===== src/rtl/uart_rxirq_pkg.sv =====
package uart_rxirq_pkg;

  typedef struct packed {
    logic       brk;
    logic       par;
    logic       frm;
    logic [7:0] data;
  } rx_entry_t;

  typedef enum logic [3:0] {
    IRQ_MODEM   = 4'b0000,
    IRQ_NONE    = 4'b0001,
    IRQ_TXEMPTY = 4'b0010,
    IRQ_RXDATA  = 4'b0100,
    IRQ_LINE    = 4'b0110,
    IRQ_TIMEOUT = 4'b1100
  } irq_code_e;

  localparam int unsigned N_SRC = 5;

  // Trigger threshold for a select value, clamped to the buffer depth.
  function automatic int unsigned trig_level(input logic [1:0] sel, input int unsigned depth);
    int unsigned t;
    case (sel)
      2'b00:   t = 1;
      2'b01:   t = 16;
      2'b10:   t = 32;
      default: t = 56;
    endcase
    return (t > depth) ? depth : t;
  endfunction

  function automatic logic entry_bad(input rx_entry_t e);
    return e.brk | e.par | e.frm;
  endfunction

  // Priority slot -> identification code; slot 0 is the highest priority.
  function automatic irq_code_e slot_code(input int unsigned slot);
    case (slot)
      0:       return IRQ_LINE;
      1:       return IRQ_RXDATA;
      2:       return IRQ_TIMEOUT;
      3:       return IRQ_TXEMPTY;
      default: return IRQ_MODEM;
    endcase
  endfunction

endpackage


===== src/rtl/rx_err_fifo.sv =====
module rx_err_fifo
  import uart_rxirq_pkg::*;
#(
  parameter int unsigned DEPTH = 64,
  localparam int unsigned AW = $clog2(DEPTH),
  localparam int unsigned CW = $clog2(DEPTH + 1)
) (
  input  logic          clk,
  input  logic          rst_n,
  input  logic          clr,
  input  logic          push,
  input  rx_entry_t     push_entry,
  input  logic          pop,
  output rx_entry_t     head,
  output logic [CW-1:0] level,
  output logic          err_any,
  output logic          push_ok,
  output logic          pop_ok
);

  rx_entry_t     mem [DEPTH];
  logic [AW-1:0] wr_ptr;
  logic [AW-1:0] rd_ptr;
  logic [CW-1:0] cnt;
  logic [CW-1:0] err_cnt;
  logic          full;
  logic          empty;
  logic          push_bad;
  logic          pop_bad;

  assign full     = (cnt == CW'(DEPTH));
  assign empty    = (cnt == '0);
  assign push_ok  = push && !full && !clr;
  assign pop_ok   = pop && !empty && !clr;
  assign head     = mem[rd_ptr];
  assign push_bad = push_ok && entry_bad(push_entry);
  assign pop_bad  = pop_ok && entry_bad(head);
  assign level    = cnt;
  assign err_any  = (err_cnt != '0);

  always_ff @(posedge clk) begin
    if (push_ok) mem[wr_ptr] <= push_entry;
  end

  always_ff @(posedge clk or negedge rst_n) begin
    if (!rst_n) begin
      wr_ptr  <= '0;
      rd_ptr  <= '0;
      cnt     <= '0;
      err_cnt <= '0;
    end else if (clr) begin
      wr_ptr  <= '0;
      rd_ptr  <= '0;
      cnt     <= '0;
      err_cnt <= '0;
    end else begin
      if (push_ok) wr_ptr <= wr_ptr + AW'(1);
      if (pop_ok)  rd_ptr <= rd_ptr + AW'(1);
      cnt     <= cnt + CW'(push_ok) - CW'(pop_ok);
      err_cnt <= err_cnt + CW'(push_bad) - CW'(pop_bad);
    end
  end

endmodule


===== src/rtl/rx_idle_timer.sv =====
module rx_idle_timer #(
  parameter int unsigned LIMIT = 64,
  localparam int unsigned TW = $clog2(LIMIT + 1)
) (
  input  logic clk,
  input  logic rst_n,
  input  logic restart,
  output logic fire
);

  logic [TW-1:0] cnt;

  assign fire = (cnt == TW'(LIMIT));

  always_ff @(posedge clk or negedge rst_n) begin
    if (!rst_n)       cnt <= '0;
    else if (restart) cnt <= '0;
    else if (!fire)   cnt <= cnt + TW'(1);
  end

endmodule


===== src/rtl/irq_arbiter.sv =====
module irq_arbiter
  import uart_rxirq_pkg::*;
(
  input  logic [N_SRC-1:0] req,
  output irq_code_e        code
);

  // Walk from lowest to highest priority so the highest active slot wins.
  always_comb begin
    code = IRQ_NONE;
    for (int i = N_SRC - 1; i >= 0; i--) begin
      if (req[i]) code = slot_code(i);
    end
  end

endmodule


===== src/rtl/uart_rx_irq_hub.sv =====
module uart_rx_irq_hub
  import uart_rxirq_pkg::*;
#(
  parameter int unsigned DEPTH     = 64,
  parameter int unsigned CHAR_CLKS = 160,
  localparam int unsigned LW = $clog2(DEPTH + 1)
) (
  input  logic          clk,
  input  logic          rst_n,
  input  logic          rx_wr_valid,
  input  logic [7:0]    rx_wr_data,
  input  logic          rx_wr_frame_err,
  input  logic          rx_wr_parity_err,
  input  logic          rx_wr_break,
  input  logic          rx_rd,
  output logic [7:0]    rx_rd_data,
  output logic          rx_rd_frame_err,
  output logic          rx_rd_parity_err,
  output logic          rx_rd_break,
  output logic [LW-1:0] rx_level,
  output logic          rx_err_any,
  input  logic          ier_wr,
  input  logic [3:0]    ier_wdata,
  input  logic          fcr_wr,
  input  logic [7:0]    fcr_wdata,
  input  logic          isr_rd,
  input  logic          tx_empty,
  input  logic          msr_delta,
  output logic [3:0]    isr_code,
  output logic          irq
);

  localparam int unsigned TO_LIMIT = 4 * CHAR_CLKS;

  // Register state
  logic [3:0] ier_q;
  logic       fifo_en_q;
  logic [1:0] trig_sel_q;
  logic       tx_empty_q;
  logic       thre_pend;

  // Named internal events
  logic            fifo_clr;
  logic            push_ok;
  logic            pop_ok;
  logic            to_fire;
  logic            to_restart;
  logic [LW-1:0]   trig_cnt;
  logic            line_req;
  logic            rxd_req;
  logic            to_req;
  logic            tx_req;
  logic            ms_req;
  logic [N_SRC-1:0] req_vec;
  rx_entry_t       wr_entry;
  rx_entry_t       head;
  irq_code_e       code;
  logic            fcr_spare_unused;

  assign fcr_spare_unused = ^fcr_wdata[5:2];
  assign fifo_clr = fcr_wr && fcr_wdata[1];

  assign wr_entry = '{brk: rx_wr_break, par: rx_wr_parity_err,
                      frm: rx_wr_frame_err, data: rx_wr_data};

  rx_err_fifo #(.DEPTH(DEPTH)) u_fifo (
    .clk        (clk),
    .rst_n      (rst_n),
    .clr        (fifo_clr),
    .push       (rx_wr_valid),
    .push_entry (wr_entry),
    .pop        (rx_rd),
    .head       (head),
    .level      (rx_level),
    .err_any    (rx_err_any),
    .push_ok    (push_ok),
    .pop_ok     (pop_ok)
  );

  assign to_restart = fifo_clr || push_ok || pop_ok || (rx_level == '0);

  rx_idle_timer #(.LIMIT(TO_LIMIT)) u_timer (
    .clk     (clk),
    .rst_n   (rst_n),
    .restart (to_restart),
    .fire    (to_fire)
  );

  always_ff @(posedge clk or negedge rst_n) begin
    if (!rst_n) begin
      ier_q      <= '0;
      fifo_en_q  <= 1'b0;
      trig_sel_q <= 2'b00;
    end else begin
      if (ier_wr) ier_q <= ier_wdata;
      if (fcr_wr) begin
        fifo_en_q  <= fcr_wdata[0];
        trig_sel_q <= fcr_wdata[7:6];
      end
    end
  end

  always_ff @(posedge clk or negedge rst_n) begin
    if (!rst_n) begin
      tx_empty_q <= 1'b0;
      thre_pend  <= 1'b0;
    end else begin
      tx_empty_q <= tx_empty;
      if (!tx_empty)                       thre_pend <= 1'b0;
      else if (!tx_empty_q)                thre_pend <= 1'b1;
      else if (isr_rd && code == IRQ_TXEMPTY) thre_pend <= 1'b0;
    end
  end

  assign trig_cnt = fifo_en_q ? LW'(trig_level(trig_sel_q, DEPTH)) : LW'(1);

  assign line_req = ier_q[2] && (rx_level != '0) && entry_bad(head);
  assign rxd_req  = ier_q[0] && (rx_level >= trig_cnt);
  assign to_req   = ier_q[0] && fifo_en_q && (rx_level != '0) && to_fire;
  assign tx_req   = ier_q[1] && thre_pend;
  assign ms_req   = ier_q[3] && msr_delta;
  assign req_vec  = {ms_req, tx_req, to_req, rxd_req, line_req};

  irq_arbiter u_arb (
    .req  (req_vec),
    .code (code)
  );

  assign isr_code         = code;
  assign irq              = (code != IRQ_NONE);
  assign rx_rd_data       = head.data;
  assign rx_rd_frame_err  = head.frm;
  assign rx_rd_parity_err = head.par;
  assign rx_rd_break      = head.brk;

endmodule


===== config.mk =====
export PLATFORM = sky130hd
export DESIGN_NAME = uart_rx_irq_hub
export DESIGN_NICKNAME = d
export VERILOG_FILES = /design/src/rtl/uart_rxirq_pkg.sv /design/src/rtl/rx_err_fifo.sv /design/src/rtl/rx_idle_timer.sv /design/src/rtl/irq_arbiter.sv /design/src/rtl/uart_rx_irq_hub.sv
export SDC_FILE = /design/constraint.sdc
export NUM_CORES = 1
export LEC_CHECK = 0
export BUFFER_PORTS_ARGS = -buffer_cell sky130_fd_sc_hd__buf_2
export CORE_UTILIZATION = 39
export CTS_BUF_LIST = sky130_fd_sc_hd__clkbuf_4
export DETAILED_ROUTE_END_ITERATION = 10
export REMOVE_ABC_BUFFERS = 1
export SLEW_MARGIN = 40
export SYNTH_ARGS = -nofsm -noshare
export SYNTH_HDL_FRONTEND = slang
export SYNTH_SLANG_ARGS = --single-unit

===== constraint.sdc =====
create_clock -name clk -period 10.68 [get_ports clk]
set_clock_uncertainty 0.2 [all_clocks]
set_input_delay 0.534 -clock clk [delete_from_list [all_inputs] [get_ports clk]]
set_output_delay 0.534 -clock clk [all_outputs]
set_load 0.01 [all_outputs]

==> reports/qor.yml <==
clock_tree:
  cts.htree.levels: 4
  clockRootBuffer: "clkbuf_4"
  cts_tree: "built"
  cts_made_buffers: 187
  clkTransAtPathRegs_ns: 0.06
  clk_path_buf_depth: 3
  insertion_delay_ns: 1.00
  cts-hold-fix-buffers: 39
  clkSinkCount: 749
  post_cts_buffers: 0
  cts.repair.resized: 0
placement:
  place.gp.congestion: 0.816
  dp_hpwl_um: 39000
  port_buffers: 51
detailed_routing:
  m1WireLength_um: 29600
  route.met2.wl_um: 32200
  post_drt_via_cell_ratio: 5.37
  drc: 0
  drt_iter0_markers: 981
  maxUsedRoutingLayer: "met4"
  dr.pass1.iters: 5
  drtAntennaViolNets: 0
  wl_met3_um: 4090
  vias: 14900
  wl_per_cell_um: 24.2
  drt-total-wl_um: 67000
global_routing:
  grt_use_total: 0.178
  grt-ovfl-total: 0
  grt_pass1_wl_um: 99800
  grt_pass1_vias: 15600
  grt_max_degree: 94
  antenna_found_initial: 4
outcome:
  outcome: "finished, final reports clean"
sta:
  finalCritPeriodShare: 0.543
  rsz0062_at_grt: "false"
  setup_viol: 0
  worst_slew_pin_slew_ns: 0.884
  max_freq_mhz: 172
  fin_tns_setup_ns: 0
  finalHoldViolations: 0
  maxSlewViolCount: 0
  relSlewSlack: 0.395
  fin_crit_ns: 5.80
pwr:
  swShare: 0.294
  p_int_mw: 5.58
  p_total_mw: 7.91
  vdd_ir_drop_max_v: 0.000136
  p_comb_frac: 0.262
  p_clk_frac: 0.307
  powerDensity_nw_per_um2: 231
  power.leakage_nw: 11.1
  p_switching_mw: 2.33
  seqPwrFrac: 0.431
critical_path:
  cpMostUsedCell: "mux4_2"
  r2r_cells: 17
  path_class: "reg -> out"
  arrival_ns: 5.07
  path_cells: "buf_12 > mux4_2 > mux4_2 > o22ai_1 > o21ai_0 > o311ai_2 > and4b_1 > buf_2"
  startpoint_type: "flip-flop"
  cp-end-kind: "output pin"
  worst_ep_required_time_ns: 9.95
  critPathSlowestCell: "dfrtp_4"
  max_stage_delay_ns: 0.88
  worst-path-max-fanout: 93
yosys:
  synth_edf_count: 704
  syn_area_um2: 29700
  yosysUniqueCellTypes: 59
  ys_ff_latch: 749
  seq_area_frac_synth: 0.749
  yosysWarnings: 0
  syn_area_per_cell_um2: 21.2
  synth-main-ff-cell: "edfxtp_1"
  syn_inst: 1405
  async_reset_ff_frac: 0.0601
floorplanning:
  io_pins: 56
  die_h_um: 278
  initial_core_util: 0.397
  die_area_um2: 77300
  row_count: 100
  fp.dieW_um: 278
  core_area_um2: 74900
final_layout:
  syn_to_final_growth_pct: 15.0
  nets: 1724
  fin_util: 0.456
  drive_above_1_share: 0.360
  fillers: 6366
flow_run:
  maxCapViolCount: 0
worst_hold_path:
  hold_class: "in -> reg"
  min_path_cells: 4
power groups by stage:
| stage | logic, mW | clock network, mW | registers, mW |
|---|---|---|---|
| floorplan | 1.43 | 0 | 3.65 |
| global placement | 1.97 | 0 | 3.53 |
| detailed placement | 2.04 | 0 | 3.50 |
| CTS | 2.06 | 2.49 | 3.44 |
| global route | 2.22 | 2.64 | 3.43 |
| finish | 2.07 | 2.43 | 3.41 |
sequential cells by signal, indices dropped and copies added (netlist names):
register and flops:
fifo_en_q 1, u_timer.cnt 10, u_fifo.level 7, trig_sel_q 2, ier_q 4, tx_empty_q 1
u_fifo.err_cnt 7, u_fifo.wr_ptr 6, thre_pend 1, u_fifo.rd_ptr 6, u_fifo.mem 704
path summary, 6_finish.rpt:
check	to	startpoint	slack, ns
worst max register to register	u_fifo.err_cnt[6]	u_fifo.rd_ptr[1]	4.97
worst min-delay path	thre_pend	tx_empty	0.14
max in group asynchronous	u_fifo.rd_ptr[1]	rst_n	9.62
worst min register to register	u_timer.cnt[9]	u_timer.cnt[9]	0.35
min in group asynchronous	u_fifo.level[6]	rst_n	0.40
worst max-delay path	isr_code[3]	u_fifo.rd_ptr[1]	4.88
worst max-delay path, delay by kind of cell (launching register included):
kind | cells | cell delay [ns]
compound gates | 3 | 1.11
buf+inv | 2 | 0.62
flops | 1 | 0.88
mux | 2 | 1.08
simple gates | 1 | 0.25
final cells by class:
| cell class | instances | area (um2) | share of cell area |
|---|---|---|---|
| Sequential cell | 749 | 22300 | 0.652 |
| Multi-Input combinational cell | 560 | 7100 | 0.208 |
| Clock buffer | 269 | 2020 | 0.0591 |
| Tap cell | 969 | 1210 | 0.0355 |
| Timing Repair Buffer | 133 | 1050 | 0.0307 |
| Clock inverter | 59 | 398 | 0.0116 |
| Inverter | 32 | 120 | 0.00351 |
| Antenna cell | 4 | 10.0 | 0.000293 |
stage by stage:
| stage | cells | setup slack (ns) | hold WS [ns] | cell area, um2 |
|---|---|---|---|---|
| 2_1_floorplan | 1341 | -0.222 | 0.0384 | 29400 |
| 3_3_place_gp | 2402 | 4.47 | 0.296 | 31200 |
| 3_5_place_dp | 2403 | 4.85 | 0.298 | 31300 |
| 4_1_cts | 2770 | 4.62 | 0.0274 | 34200 |
| 5_1_grt | 2774 | 4.63 | 0.121 | 34200 |
| 6_report | 2775 | 4.88 | 0.142 | 34200 |
layout by cell type (no fill, tap or decap), drive strengths merged, types with 3 or more instances in the layout:
| master | instances |
|---|---|
| a211oi | 3 |
| a21o | 3 |
| a21oi | 17 |
| a22oi | 7 |
| and2 | 9 |
| and3 | 8 |
| buf | 95 |
| bufinv | 6 |
| clkbuf | 269 |
| clkinv | 50 |
| dfrtp | 45 |
| diode | 4 |
| dlygate4sd3 | 38 |
| edfxtp | 704 |
| ha | 27 |
| inv | 34 |
| mux2 | 11 |
| mux2i | 21 |
| mux4 | 210 |
| nand2 | 29 |
| nand2b | 4 |
| nand3 | 12 |
| nand4 | 4 |
| nor2 | 102 |
| nor2b | 7 |
| nor3 | 6 |
| o21ai | 14 |
| o22ai | 3 |
| or3 | 5 |
| or4 | 3 |
| xnor2 | 9 |
| xor2 | 14 |
per-layer routing:
metal | vias to the layer above | global-route usage
met5 | - | 0
met4 | 0 | 0.0639
met1 | 7870 | 0.247
met2 | 523 | 0.277
met3 | 92 | 0.0393
li1 | 6429 | -
cells by family after synthesis:
logic type	count (synthesis)	synth area share
AO/OA/AOI/OAI	65	0.0144
XOR/XNOR	23	0.00678
adder cells (fa/ha/maj)	29	0.0127
buffers and inverters	96	0.0155
flip-flops	749	0.749
multiplexers	242	0.170
AND/OR/NAND/NOR	201	0.0313
synth_stat cells, types with 4 or more instances:
cell,count,area (um2)
mux2i_1,21,210
nor2b_1,7,43.8
ha_1,27,338
xor2_1,14,123
mux4_2,210,4730
a22oi_1,7,52.6
o21ai_0,14,70.1
buf_1,6,22.5
buf_2,17,85.1
inv_1,30,113
or3_1,5,31.3
dfrtp_1,45,1130
buf_6,5,56.3
nand2_1,29,109
nand3_1,12,60.1
a21oi_1,17,85.1
nand2b_1,4,25.0
mux2_2,11,124
nand4_1,4,25.0
buf_4,11,82.6
clkbuf_1,25,93.8
nor3_1,6,30.0
and2_1,8,50.1
and3_1,8,50.1
nor2_1,102,383
edfxtp_1,704,21100
xnor2_1,9,78.8
(Power assumes the default switching activity.)
